## config.mk

```make
export PLATFORM = sky130hd
export DESIGN_NAME = ones_counter
export DESIGN_NICKNAME = d
export VERILOG_FILES = /design/src/rtl/ones_pkg.sv /design/src/rtl/ones_sync.sv /design/src/rtl/ones_ctrl.sv /design/src/rtl/ones_dpath.sv /design/src/rtl/ones_counter.sv
export SDC_FILE = /design/constraint.sdc
export NUM_CORES = 1
export LEC_CHECK = 0
export BUFFER_PORTS_ARGS = -buffer_cell sky130_fd_sc_hd__buf_2
export CAP_MARGIN = 20
export CORE_MARGIN = 2
export CORE_UTILIZATION = 40
export CTS_CLUSTER_DIAMETER = 80
export DETAILED_ROUTE_END_ITERATION = 10
export GPL_TIMING_DRIVEN = 0
export PLACE_DENSITY_LB_ADDON = 0.1
export SYNTH_ARGS = -nofsm -noshare
export SYNTH_HDL_FRONTEND = slang
export SYNTH_SLANG_ARGS = --single-unit
export TNS_END_PERCENT = 100
```

## constraint.sdc

```tcl
create_clock -name clk -period 1.2 [get_ports clk]
set_input_delay 0 -clock clk [delete_from_list [all_inputs] [get_ports clk]]
set_output_delay 0 -clock clk [all_outputs]
set_load 0.005 [all_outputs]
```

## src/rtl/ones_pkg.sv

```systemverilog
package ones_pkg;

  typedef enum logic [1:0] {
    ST_IDLE  = 2'd0,
    ST_COUNT = 2'd1,
    ST_DONE  = 2'd2
  } ones_state_e;

  // Width needed to hold a count from 0 up to w inclusive.
  function automatic int tally_width(input int w);
    return $clog2(w + 1);
  endfunction

endpackage

```

## src/rtl/ones_sync.sv

```systemverilog
module ones_sync #(
  parameter int STAGES = 2
) (
  input  logic clk,
  input  logic rst,
  input  logic d_async,
  output logic q_sync
);

  logic [STAGES-1:0] chain;

  always_ff @(posedge clk) begin
    if (rst) chain <= '0;
    else     chain <= {chain[STAGES-2:0], d_async};
  end

  assign q_sync = chain[STAGES-1];

  initial begin
    a_r4_stages_min: assert (STAGES >= 2);
  end

endmodule

```

## src/rtl/ones_ctrl.sv

```systemverilog
module ones_ctrl
  import ones_pkg::*;
(
  input  logic clk,
  input  logic rst,
  input  logic go,
  input  logic opnd_zero,
  output logic ev_load,
  output logic ev_clear,
  output logic ev_shift,
  output logic fin
);

  ones_state_e state, state_nx;

  always_comb begin
    state_nx = state;
    unique case (state)
      ST_IDLE:  if (go)        state_nx = ST_COUNT;
      ST_COUNT: if (opnd_zero) state_nx = ST_DONE;
      ST_DONE:  if (!go)       state_nx = ST_IDLE;
      default:                 state_nx = ST_IDLE;
    endcase
  end

  always_ff @(posedge clk) begin
    if (rst) state <= ST_IDLE;
    else     state <= state_nx;
  end

  assign ev_clear = (state == ST_IDLE);
  assign ev_load  = (state == ST_IDLE) && !go;
  assign ev_shift = (state == ST_COUNT);
  assign fin      = (state == ST_DONE);

  a_r5_zero_exits: assert property (@(posedge clk) disable iff (rst)
    (ev_shift && opnd_zero) |=> fin);

  a_r6_hold_done: assert property (@(posedge clk) disable iff (rst)
    (fin && go) |=> fin);

  a_r7_release: assert property (@(posedge clk) disable iff (rst)
    (fin && !go) |=> ev_clear);

  a_r2_idle_until_go: assert property (@(posedge clk) disable iff (rst)
    (ev_clear && !go) |=> ev_clear);

endmodule

```

## src/rtl/ones_dpath.sv

```systemverilog
module ones_dpath
  import ones_pkg::*;
#(
  parameter int DATA_W = 8,
  localparam int CW = tally_width(DATA_W)
) (
  input  logic              clk,
  input  logic              rst,
  input  logic [DATA_W-1:0] din,
  input  logic              ev_load,
  input  logic              ev_clear,
  input  logic              ev_shift,
  output logic              opnd_zero,
  output logic [CW-1:0]     tally
);

  logic [DATA_W-1:0] opnd;

  always_ff @(posedge clk) begin
    if (rst) begin
      opnd  <= '0;
      tally <= '0;
    end else begin
      if (ev_load)       opnd <= din;
      else if (ev_shift) opnd <= opnd >> 1;
      if (ev_clear)      tally <= '0;
      else if (ev_shift) tally <= tally + CW'(opnd[0]);
    end
  end

  assign opnd_zero = (opnd == '0);

  a_r2_cleared: assert property (@(posedge clk) disable iff (rst)
    ev_clear |=> (tally == '0));

  a_r9_bounded: assert property (@(posedge clk) disable iff (rst)
    tally <= CW'(DATA_W));

  a_r8_no_reload: assert property (@(posedge clk) disable iff (rst)
    (ev_shift && !opnd_zero) |=> (opnd == ($past(opnd) >> 1)));

endmodule

```

## src/rtl/ones_counter.sv

```systemverilog
module ones_counter
  import ones_pkg::*;
#(
  parameter int DATA_W = 8,
  parameter int SYNC_STAGES = 2,
  localparam int CW = tally_width(DATA_W)
) (
  input  logic              clk,
  input  logic              rst,
  input  logic              start,
  input  logic [DATA_W-1:0] din,
  output logic [CW-1:0]     ones,
  output logic              busy_done
);

  logic go, opnd_zero, ev_load, ev_clear, ev_shift;

  ones_sync #(.STAGES(SYNC_STAGES)) u_sync (
    .clk(clk), .rst(rst), .d_async(start), .q_sync(go)
  );

  ones_ctrl u_ctrl (
    .clk(clk), .rst(rst), .go(go), .opnd_zero(opnd_zero),
    .ev_load(ev_load), .ev_clear(ev_clear), .ev_shift(ev_shift),
    .fin(busy_done)
  );

  ones_dpath #(.DATA_W(DATA_W)) u_dpath (
    .clk(clk), .rst(rst), .din(din),
    .ev_load(ev_load), .ev_clear(ev_clear), .ev_shift(ev_shift),
    .opnd_zero(opnd_zero), .tally(ones)
  );

  a_r6_stable_result: assert property (@(posedge clk) disable iff (rst)
    (busy_done && $past(busy_done)) |-> $stable(ones));

  a_r1_reset_state: assert property (@(posedge clk)
    $past(rst) |-> (!busy_done && ones == '0));

endmodule

```

==> metrics.md <==
| Metric | Value |
|---|---|
| Final Net Count | 130 |
| Largest net degree at the start of global routing | 11 |
| First-pass GRT wire length | 2770 µm |
| Clock Latency Late Sink | a little under 0.3 ns |
| Slew Limit Headroom | about two thirds |
| Crit path arrival time | 1.43 ns |
| Placed inst area | about 830 µm² |
| Top cell type's share of synthesized area | between 40% and 50% |
| R2R depth | 3 |
| Dpl cells | ~130 |
| Critical path class | reg -> reg |
| Asr flop ratio synth | 0% |
| Worst min-delay path category | in -> reg |
| GRT Overall Usage | 18.6% |
| Fin crit period | 1.20 ns |
| Net Count, Synth | between 90 and 100 |
| Core box area | 1710 µm² |
| Failing checks | setup timing |
| Antenna violations before repair | 0 |
| Status | finished with violations |
| Largest family of logic cells by synthesized area | simple AND/OR/NAND/NOR gates |
| Mapped Cells | 86 |
| CP Capture Type | flip-flop |
| Post-synth EDFFs | 0 |
| Simple-gate share of the synthesized area | 30.9% |
| WHS | about 0.036 ns |
| Die height | about 47 µm |
| Slew @ Worst Pin | roughly 0.48 ns |
| Sequential share of the synthesized area | between 40 and 50% |
| Sink Count | 16 |
| WP data required | roughly 1.4 ns |
| Worst Hold Path Cells | 3 |
| Top post-synthesis cells by count | dfxtp_1, nand2_1, nor2_1, a21oi_1, a311oi_1 |
| Number of DRC markers in iteration 0 | 10 |
| Multiplexer share of the synthesized area | 0% |
| Layout cells sized above 1 | a little under two fifths |
| Reg-to-reg critical path startpoint | u_ctrl.state[1] |
| CTS root buf | clkbuf_4 |
| Synth top area cells | dfxtp_1, nand2_1, a311oi_1 |
| Finished Cell Area | around 1100 µm² |
| Placer Congestion | 0.770 |
| Die Wd | approximately 47 µm |
| Post-DP HPWL | roughly 1100 µm |
| Final setup viols | 3 |
| Dpl ws | -0.0739 ns |
| Reg-to-reg slack, setup | -0.005 ns |
| Core Util, Final | 62.9% |
| # IOs | 16 |
| Setup ws final | -0.00475 ns |
| Reg clk slew, reported paths | about 0.10 ns |
| Initial Util | about 42% |
| Buffers on Ports | 15 |
| FF-to-FF End | u_dpath.tally[3] |
| Htree depth | 1 |
| LEAKAGE | between 0.4 and 0.5 nW |
| Synth Area in Compound Gates | roughly 16% |
| FMAX | 830 MHz |
| Crit-path max FO | 7 |
| Max Cap Violations | 0 |
| Total global routing overflow | 0 |
| Slowest cell on crit path | dfxtp_4 |
| Count leader, synth | dfxtp_1 |
| Startpoint types | flip-flop |
| Drt total wl | 1770 µm |
| Hold Crit Start | din[6] |
| CTS tree | done |
| Post-route DRC violation count | 0 |
| P&R area growth vs syn | 48.2% |
| RSZ-0062 raised after global routing | yes |
| CTS buffer count | 3 |
| Pwr per Cell Area | 1060 nW/µm² |
| Drt pass-1 iters | 4 |
| Count of cell types in the netlist | 26 |
| Synthesized area | 724 µm² |
| ANT nets after route | 0 |
| Max Buffers Root-to-Sink | 2 |
| Wirelength per Cell | between 10 and 15 µm |
| Total negative setup slack | -0.00604 ns |
| Routed vias/inst | 4.97 |
| Flops & latches, synth | 16 |
| Post-route insts no fill | approximately 140 |
| Yosys warning total | 0 |
| Power Total | around 1.1 mW |
| Via Count | around 700 |
| Worst Skew | 0.00833 ns |
| XOR/XNOR Fraction of Synth Area | 0% |
| Period utilisation layout | 100% |
| Worst path cell trace | nand2b_2 > or3_1 > a31oi_1 |
| Slew Limit Fails | 0 |
| Max VDD drop | roughly 0.00068 V |
| Vias in the first global route | approximately 630 |
| Die Area | ~2200 µm² |
| Hold Path Sink | u_dpath.opnd[6] |
| Row cnt | 15 |
| Leading area contributor after synthesis | dfxtp_1 |
| Final hold vios | 0 |
| Adder-Cell Fraction of Synth Area | about 3.5% |
| Top_reg_cell synth | dfxtp_1 |
| Ant diodes | 0 |
| Syn avg cell area | approximately 8.4 µm² |
| Slowest stage delay, CP | between 0.3 and 0.4 ns |
[sequential cells by signal, summed over array words and instances (netlist names)]
signal,count
u_dpath.opnd,8
u_dpath.tally,4
u_ctrl.state,2
u_sync.chain,2
[routing by layer]
metal / wire length, µm / global-route usage [%]
met5: 0 / 0
met4: 0 / 3.43
met1: 843 / 23.9
met3: 84 / 8.24
met2: 841 / 28.9
[cells in the final DEF (no fill, tap or decap), types with 4 or more instances in the layout]
cell type       n
buf_2          16
nand2_1        13
dfxtp_1        12
dlygate4sd3_1   8
nor2_1          6
a21oi_1         5
nor2b_1         4
[kinds of logic (layout without fill, tap and decap cells)]
logic type,count (synthesis),in the layout
flops,16,16
fa+ha+maj,2,2
simple gates,44,44
compound gates,17,17
buf+inv,7,37
[power breakdown]
| group | internal, mW | switching (mW) |
|---|---|---|
| Clock | 0.185 | 0.181 |
| Combinational | 0.0974 | 0.0814 |
| Sequential | 0.559 | 0.0326 |
[worst max-delay path by stage]
stage | start | to | slack [ns] | depth (start not counted)
final | u_ctrl.state[1] | u_dpath.tally[3] | -0.005 | 3
after global routing | u_ctrl.state[1] | u_dpath.opnd[4] | -0.07 | 3
after CTS | u_ctrl.state[1] | u_dpath.opnd[4] | -0.01 | 3
after detailed placement | u_ctrl.state[0] | u_dpath.opnd[2] | -0.07 | 4
after global placement | u_ctrl.state[0] | u_dpath.opnd[2] | -0.07 | 4
after floorplan | u_dpath.tally[0] | u_dpath.tally[2] | 0.03 | 5
[what timing repair did]
action | in CTS | in global routing
setup buffers | 1 | 2
setup endpoints to repair | 9 | 10
resized for setup | 8 | 20
pin swaps | 1 | 5
hold buffers | 8 | 0
endpoints found under the hold margin | 9 | 0
[worst max-delay path: cells and delay by family (launching register included)]
kind / cells / cell delay (ns)
AOI/OAI and AO/OA: 1 / 0.15
DFF: 1 / 0.37
and+or+nand+nor: 2 / 0.60
[layout make-up]
class,count,area (µm²)
Fill cell,159,634
Multi-Input combinational cell,63,452
Sequential cell,16,330
Timing Repair Buffer,26,181
Clock buffer,4,36.3
Buffer,4,31.3
Tap cell,25,31.3
Inverter,3,11.3
No activity file was read; power rests on OpenSTA's default activity.
